--- src/rtl/ep_pkg.sv ---
package ep_pkg;
  typedef enum logic {PH_A = 1'b0, PH_B = 1'b1} ep_phase_e;
  localparam int EP_CH_LF  = 0;
  localparam int EP_CH_CAL = 1;
  localparam int EP_NCH    = 2;
endpackage

--- src/rtl/ep_rstsync.sv ---
module ep_rstsync #(
  parameter int STAGES = 2
) (
  input  logic clk,
  input  logic rst_n,
  output logic rst_sync_n
);
  logic [STAGES-1:0] sync_q;

  always_ff @(posedge clk or negedge rst_n) begin
    if (!rst_n) sync_q <= '0;
    else        sync_q <= {sync_q[STAGES-2:0], 1'b1};
  end

  assign rst_sync_n = sync_q[STAGES-1];
endmodule

--- src/rtl/ep_accum.sv ---
module ep_accum #(
  parameter int MAG_W = 17,
  parameter int THR_W = 12
) (
  input  logic             clk,
  input  logic             rst_n,
  input  logic             add_en,
  input  logic [MAG_W-1:0] mag,
  input  logic [THR_W-1:0] thr,
  output logic             evt
);
  localparam int SUM_W = ((MAG_W > THR_W) ? MAG_W : THR_W) + 1;

  logic [SUM_W-1:0] acc_q, acc_d, sum;
  logic             evt_q, evt_d;

  always_comb begin
    sum   = acc_q + SUM_W'(mag);
    acc_d = acc_q;
    evt_d = 1'b0;
    if (add_en) begin
      if (sum >= SUM_W'(thr)) begin
        acc_d = sum - SUM_W'(thr);
        evt_d = 1'b1;
      end else begin
        acc_d = sum;
      end
    end
  end

  always_ff @(posedge clk or negedge rst_n) begin
    if (!rst_n) begin
      acc_q <= '0;
      evt_q <= 1'b0;
    end else begin
      acc_q <= acc_d;
      evt_q <= evt_d;
    end
  end

  assign evt = evt_q;


  evt_cause_chk: assert property (@(posedge clk) disable iff (!rst_n)
    evt_q |-> $past(add_en));
endmodule

--- src/rtl/ep_shaper.sv ---
module ep_shaper #(
  parameter int WIDTH   = 20,
  parameter int MIN_GAP = 4,
  parameter int PEND_W  = 4
) (
  input  logic clk,
  input  logic rst_n,
  input  logic tick,
  input  logic evt,
  output logic pulse,
  output logic start
);
  localparam int CNT_W   = $clog2(WIDTH + 1);
  localparam int EL_MAX  = 2 * WIDTH;
  localparam int EL_W    = $clog2(EL_MAX + 2);
  localparam int GAP_MAX = (MIN_GAP > 0) ? MIN_GAP - 1 : 0;
  localparam int GAP_W   = $clog2(GAP_MAX + 2);
  localparam logic [PEND_W-1:0] PEND_FULL = '1;

  logic              active_q, active_d;
  logic [CNT_W-1:0]  cnt_q, cnt_d, new_w;
  logic [EL_W-1:0]   el_q, el_d, period, half;
  logic [GAP_W-1:0]  gap_q, gap_d;
  logic [PEND_W-1:0] pend_q, pend_d;
  logic              gap_ok, issue, fall;

  always_comb begin
    gap_ok = (gap_q == GAP_W'(GAP_MAX));
    issue  = tick && (pend_q != '0) && !active_q && gap_ok;
    fall   = tick && active_q && (cnt_q == CNT_W'(1));
    period = el_q + EL_W'(1);
    half   = period >> 1;
    if (period >= EL_W'(EL_MAX)) new_w = CNT_W'(WIDTH);
    else if (half == '0)         new_w = CNT_W'(1);
    else                         new_w = CNT_W'(half);

    pend_d = pend_q;
    case ({evt, issue})
      2'b10:   if (pend_q != PEND_FULL) pend_d = pend_q + PEND_W'(1);
      2'b01:   pend_d = pend_q - PEND_W'(1);
      default: pend_d = pend_q;
    endcase

    active_d = active_q;
    cnt_d    = cnt_q;
    if (issue) begin
      active_d = 1'b1;
      cnt_d    = new_w;
    end else if (fall) begin
      active_d = 1'b0;
      cnt_d    = '0;
    end else if (tick && active_q) begin
      cnt_d    = cnt_q - CNT_W'(1);
    end

    el_d = el_q;
    if (issue)                                  el_d = '0;
    else if (tick && (el_q != EL_W'(EL_MAX)))   el_d = el_q + EL_W'(1);

    gap_d = gap_q;
    if (fall)                                                  gap_d = '0;
    else if (tick && !active_q && (gap_q != GAP_W'(GAP_MAX)))  gap_d = gap_q + GAP_W'(1);
  end

  always_ff @(posedge clk or negedge rst_n) begin
    if (!rst_n) begin
      active_q <= 1'b0;
      cnt_q    <= '0;
      el_q     <= EL_W'(EL_MAX);
      gap_q    <= GAP_W'(GAP_MAX);
      pend_q   <= '0;
    end else begin
      active_q <= active_d;
      cnt_q    <= cnt_d;
      el_q     <= el_d;
      gap_q    <= gap_d;
      pend_q   <= pend_d;
    end
  end

  assign pulse = active_q;
  assign start = issue;


  width_cap_chk: assert property (@(posedge clk) disable iff (!rst_n)
    cnt_q <= CNT_W'(WIDTH));


  rise_needs_pend_chk: assert property (@(posedge clk) disable iff (!rst_n)
    $rose(active_q) |-> ($past(pend_q) != '0));
endmodule

--- src/rtl/ep_pulse_out.sv ---
module ep_pulse_out
  import ep_pkg::*;
#(
  parameter int POW_W        = 16,
  parameter int LF_BASE      = 256,
  parameter int LF_WIDTH     = 54000,
  parameter int CAL_WIDTH    = 40500,
  parameter int MIN_GAP      = 4,
  parameter int CAL_SHIFT_LO = 2,
  parameter int CAL_SHIFT_HI = 3,
  parameter int PEND_W       = 4
) (
  input  logic                    clk,
  input  logic                    rst_n,
  input  logic                    tick,
  input  logic                    sample_valid,
  input  logic signed [POW_W-1:0] power,
  input  logic [1:0]              freq_sel,
  input  logic                    cal_sel,
  output logic                    lf_a,
  output logic                    lf_b,
  output logic                    cal_out,
  output logic                    rev_flag
);
  localparam int MAG_W = POW_W + 1;
  localparam int THR_W = $clog2(LF_BASE) + 4;

  logic                     rst_sync_n;
  logic signed [MAG_W-1:0]  pw_ext;
  logic [MAG_W-1:0]         mag;
  logic [THR_W-1:0]         thr [EP_NCH];
  logic [EP_NCH-1:0]        evt, pulse, start;

  ep_phase_e cur_q, cur_d, nxt_q, nxt_d;
  logic      rev_q, rev_d, last_neg_q, last_neg_d;

  ep_rstsync #(.STAGES(2)) u_rst (
    .clk(clk), .rst_n(rst_n), .rst_sync_n(rst_sync_n)
  );

  always_comb begin
    pw_ext = {power[POW_W-1], power};
    mag    = pw_ext[MAG_W-1] ? MAG_W'(-pw_ext) : MAG_W'(pw_ext);
    thr[EP_CH_LF]  = THR_W'(LF_BASE) << freq_sel;
    thr[EP_CH_CAL] = thr[EP_CH_LF] >> (cal_sel ? CAL_SHIFT_HI : CAL_SHIFT_LO);
  end

  for (genvar g = 0; g < EP_NCH; g++) begin : g_chan
    localparam int W   = (g == EP_CH_LF) ? LF_WIDTH : CAL_WIDTH;
    localparam int GAP = (g == EP_CH_LF) ? MIN_GAP  : 1;

    ep_accum #(.MAG_W(MAG_W), .THR_W(THR_W)) u_acc (
      .clk(clk), .rst_n(rst_sync_n), .add_en(sample_valid),
      .mag(mag), .thr(thr[g]), .evt(evt[g])
    );

    ep_shaper #(.WIDTH(W), .MIN_GAP(GAP), .PEND_W(PEND_W)) u_shp (
      .clk(clk), .rst_n(rst_sync_n), .tick(tick), .evt(evt[g]),
      .pulse(pulse[g]), .start(start[g])
    );
  end

  always_comb begin
    last_neg_d = last_neg_q;
    if (sample_valid && (power != '0)) last_neg_d = power[POW_W-1];

    rev_d = rev_q;
    if (start[EP_CH_CAL]) rev_d = last_neg_q;

    cur_d = cur_q;
    nxt_d = nxt_q;
    if (start[EP_CH_LF]) begin
      cur_d = nxt_q;
      nxt_d = (nxt_q == PH_A) ? PH_B : PH_A;
    end
  end

  always_ff @(posedge clk or negedge rst_sync_n) begin
    if (!rst_sync_n) begin
      last_neg_q <= 1'b0;
      rev_q      <= 1'b0;
      cur_q      <= PH_A;
      nxt_q      <= PH_A;
    end else begin
      last_neg_q <= last_neg_d;
      rev_q      <= rev_d;
      cur_q      <= cur_d;
      nxt_q      <= nxt_d;
    end
  end

  assign lf_a     = pulse[EP_CH_LF] && (cur_q == PH_A);
  assign lf_b     = pulse[EP_CH_LF] && (cur_q == PH_B);
  assign cal_out  = pulse[EP_CH_CAL];
  assign rev_flag = rev_q;


  lf_exclusive_chk: assert property (@(posedge clk) disable iff (!rst_sync_n)
    !(lf_a && lf_b));


  rev_on_cal_chk: assert property (@(posedge clk) disable iff (!rst_sync_n)
    (rev_q != $past(rev_q)) |-> $rose(pulse[EP_CH_CAL]));


  phase_swap_chk: assert property (@(posedge clk) disable iff (!rst_sync_n)
    ($rose(pulse[EP_CH_LF]) && $past(cur_q == PH_A) && $past(nxt_q == PH_B)) |-> (cur_q == PH_B));
endmodule

--- config.mk ---
export PLATFORM = sky130hd
export DESIGN_NAME = ep_pulse_out
export DESIGN_NICKNAME = d
export VERILOG_FILES = /design/src/rtl/ep_pkg.sv /design/src/rtl/ep_rstsync.sv /design/src/rtl/ep_accum.sv /design/src/rtl/ep_shaper.sv /design/src/rtl/ep_pulse_out.sv
export SDC_FILE = /design/constraint.sdc
export NUM_CORES = 1
export LEC_CHECK = 0
export BUFFER_PORTS_ARGS = -buffer_cell sky130_fd_sc_hd__buf_2
export CORE_MARGIN = 2
export CORE_UTILIZATION = 48
export DETAILED_ROUTE_END_ITERATION = 10
export PLACE_DENSITY = 0.71
export SYNTH_ARGS = -nofsm -noshare
export SYNTH_HDL_FRONTEND = slang
export SYNTH_SLANG_ARGS = --single-unit
--- constraint.sdc ---
create_clock -name clk -period 4.7 [get_ports clk]
set_input_delay 0.47 -clock clk [delete_from_list [all_inputs] [get_ports clk]]
set_output_delay 0.47 -clock clk [all_outputs]
set_load 0.01 [all_outputs]
==> out/qor.txt <==
Die width -> 150 um
Post-synthesis cell area -> 10200 um2
Vias per cell -> 5.92
Yosys warns -> 0
Multi-input combinational cell area -> 6640 um2
LEAKAGE -> 4.86 nW
Endpoints failing hold -> 0
Total Neg Setup Slack -> 0 ns
Data required time of the worst path -> 5.05 ns
Pwr dens -> 670 nW/um2
Initial core utilization -> 48.7%
Most common flop cell mapped by yosys -> dfrtp_1
Die area -> 22400 um2
# clock sinks -> 124
Fin Clk Skew -> 0.0100 ns
Post-synth EDFFs -> 0
Final Power -> 7.68 mW
Initial DRC count -> 659
Maximum VDD drop -> 0.000412 V
Final #Nets -> 1372
Total track usage -> 23.2%
Period utilisation layout -> 93.6%
Post-CTS Setup Inserts -> 0
Clk buf depth -> 2
Max cap viols -> 0
Flops & latches, synth -> 124
Clock root buffer -> clkbuf_16
Fmax achieved -> 227 MHz
Slew Limit Fails -> 0
Detailed Place HPWL -> 18300 um
Largest net degree at the start of global routing -> 57
Final min period -> 4.40 ns
Storage element area -> 3130 um2
Crit. End Element -> flop
H-tree depth -> 4
Seq/Total Area, Yosys -> 30.7%
P&R area growth vs syn -> 12.7%
Fraction of registers with async set/reset -> 100%
Slew @ Worst Pin -> 0.957 ns
Yosys cell types -> 90
ANT nets after route -> 0
Filler Cells Inserted -> 1924
Hold Crit Class -> input pin to asynchronous set/reset pin
Drt first pass iters -> 8
Reg clk slew, reported paths -> 0.06 ns
Crit-path max FO -> 4
Top Ports -> 27
Inserted Diodes -> 0
CTS tree -> yes
Worst setup SP type -> input pin
Chip height -> 150 um
First-pass GRT wire length -> 42300 um
Leading area contributor after synthesis -> dfrtp_1
Core area -> 20900 um2
Via count -> 9322
Top cells by area, synth -> dfrtp_1 (26%), ha_1 (7.3%), xnor2_1 (5.9%), nor2_1 (4.7%), dfstp_2 (4.7%)
Grt ovf -> 0
Number of buffer cells added on primary ports -> 26
Final setup viols -> 0
Layout cells sized above 1 -> 13.8%
Residual DRC -> 0
Clk Latency, worst-skew pair -> 0.43 ns
Row cnt -> 53
Yosys top cell area share -> 26.1%
CP Class -> input pin to flop
CTS Buf Count -> 17
Total wire length -> 25000 um
Synth Area per Inst -> 8.24 um2
Cells after Synth -> 1233
Worst Path Arrival -> 4.75 ns
Vias in the first global route -> 8879
Drt wl/cell -> 15.9 um
Initial antenna violation count -> 0
Relative slew slack -> 35.3%
Status -> complete, no violations
Placer Congestion -> 0.905
[final timing paths]
| kind | from | to | slack (ns) | cells after the start |
|---|---|---|---|---|
| setup / recovery | power[0] | g_chan[0].u_acc.acc_q[10] | 0.30 | 19 |
| hold / removal | rst_n | u_rst.sync_q[1] | 0.35 | 2 |
| setup reg to reg | g_chan[1].u_acc.acc_q[0] | g_chan[1].u_acc.acc_q[6] | 0.74 | 17 |
| hold reg to reg | u_rst.sync_q[0] | u_rst.sync_q[1] | 0.35 | 0 |
| max in group asynchronous | u_rst.sync_q[1] | g_chan[0].u_shp.gap_q[0] | 3.27 | 1 |
| min in group clk | u_rst.sync_q[0] | u_rst.sync_q[1] | 0.35 | 0 |
[routing by layer]
metal | share of wire [%] | up-vias | GRT usage, %
met2 | 48 | 222 | 39.1
li1 | - | 4612 | -
met1 | 45 | 4430 | 29.9
met3 | 3.9 | 58 | 4.09
met5 | 0 | - | 0
met4 | 2.5 | 0 | 8.19
[critical path, stage by stage]
cell	delay, ns
buf_2	0.12
inv_1	0.06
ha_1	0.19
nand2b_1	0.11
o41ai_1	0.37
xnor2_1	0.25
ha_1	0.34
a221o_1	0.37
nor2b_1	0.14
o21ai_0	0.11
nand2_1	0.10
xor2_1	0.17
ha_1	0.35
nand4b_1	0.11
or4_1	0.49
nor4_2	0.32
a31oi_1	0.22
a211o_1	0.30
a31oi_1	0.16
[cells in the final DEF, fill, tap and decap left out, types with 6 or more instances in the layout]
cell and count:
nor2_1 128, nand2_1 120, dfrtp_1 105, a21oi_1 83, xnor2_1 69, buf_4 62
o21ai_0 59, ha_1 59, xor2_1 52, nand3_1 46, inv_1 45, nor3_1 30
nand4_1 26, buf_2 26, a31oi_1 23, dfstp_2 18, a21o_1 17, a211oi_1 17
o31ai_1 17, and3_1 17, clkbuf_16 17, or3_1 15, nor4_1 13, nand2b_1 12
mux2_2 12, and2_1 11, o21a_1 10, nor2b_1 10, o211ai_1 10, or4_1 8
o21ai_1 8, or2_2 7, a211o_1 6, o221ai_1 6
[per-stage QoR]
| stage | setup slack (ns) | instances | hold slack, ns | utilization [%] | area (um2) |
|---|---|---|---|---|---|
| 6_report | 0.301 | 1574 | 0.350 | 54.8 | 11500 |
| 5_1_grt | -0.0313 | 1574 | 0.361 | 54.8 | 11500 |
| 4_1_cts | 0.147 | 1574 | 0.339 | 54.7 | 11400 |
| 3_5_place_dp | -0.272 | 1541 | 0.257 | 51.9 | 10900 |
| 3_3_place_gp | -0.0879 | 1541 | 0.255 | 51.9 | 10900 |
| 2_1_floorplan | 0.117 | 1234 | 0.174 | - | 10200 |
[logic make-up after synthesis]
kind of cell | after synthesis | synth area share, %
AOI/OAI and AO/OA | 321 | 20.8
xor gates and xnor gates | 121 | 10.4
adders and majority gates | 63 | 8.05
buffers and inverters | 101 | 4.28
DFF | 124 | 30.7
muxes | 16 | 1.72
other | 2 | 0.0739
and+or+nand+nor | 485 | 24.0
[synth_stat cells, types with 6 or more instances]
| cell type | number |
|---|---|
| or4_1 | 8 |
| dfrtp_1 | 106 |
| nand4_1 | 26 |
| nand2_1 | 120 |
| and2_1 | 11 |
| nand3_1 | 46 |
| nor3_1 | 32 |
| nor2b_1 | 10 |
| nor4_1 | 14 |
| mux2_2 | 12 |
| inv_1 | 45 |
| a21o_1 | 17 |
| a21oi_1 | 83 |
| xnor2_1 | 69 |
| a211o_1 | 6 |
| o21ai_0 | 62 |
| nor2_1 | 128 |
| o31ai_1 | 18 |
| dfstp_2 | 18 |
| or3_1 | 15 |
| clkbuf_1 | 37 |
| nand2b_1 | 12 |
| ha_1 | 59 |
| a31oi_1 | 23 |
| or2_2 | 7 |
| a211oi_1 | 18 |
| buf_2 | 8 |
| o221ai_1 | 6 |
| o211ai_1 | 10 |
| and3_1 | 17 |
| xor2_1 | 52 |
| o21a_1 | 10 |
[where the power goes]
group          leakage [nW]  total [mW]  switching (mW)  internal [mW]
sequential             1.49        1.88           0.407           1.47
combinational          3.10        4.50            2.43           2.07
clock                 0.269        1.30           0.509          0.792
total                  4.86        7.68            3.34           4.33
[cell type report]
class,instances,share of cell area [%]
Tap cell,275,3.00
Clock inverter,11,1.07
Timing Repair Buffer,89,5.29
Multi-Input combinational cell,1009,57.9
Sequential cell,124,27.3
Clock buffer,21,3.93
Inverter,45,1.47
[flip-flops by register name (all words and copies together) (netlist names)]
name,cells
u_rst.sync_q,2
g_chan.u_shp.pend_q,8
cur_q,1
last_neg_q,1
g_chan.u_shp.pulse,2
g_chan.u_shp.cnt_q,32
g_chan.u_shp.gap_q,4
g_chan.u_acc.evt,2
nxt_q,1
g_chan.u_acc.acc_q,36
rev_flag,1
g_chan.u_shp.el_q,34
[what timing repair did]
item / CTS / global route
hold buffers: 1 / 0
resized for setup: 0 / 7
hold endpoints to repair: 2 / 0
setup endpoints to repair: 0 / 16
No activity file was read; power rests on OpenSTA's default activity.
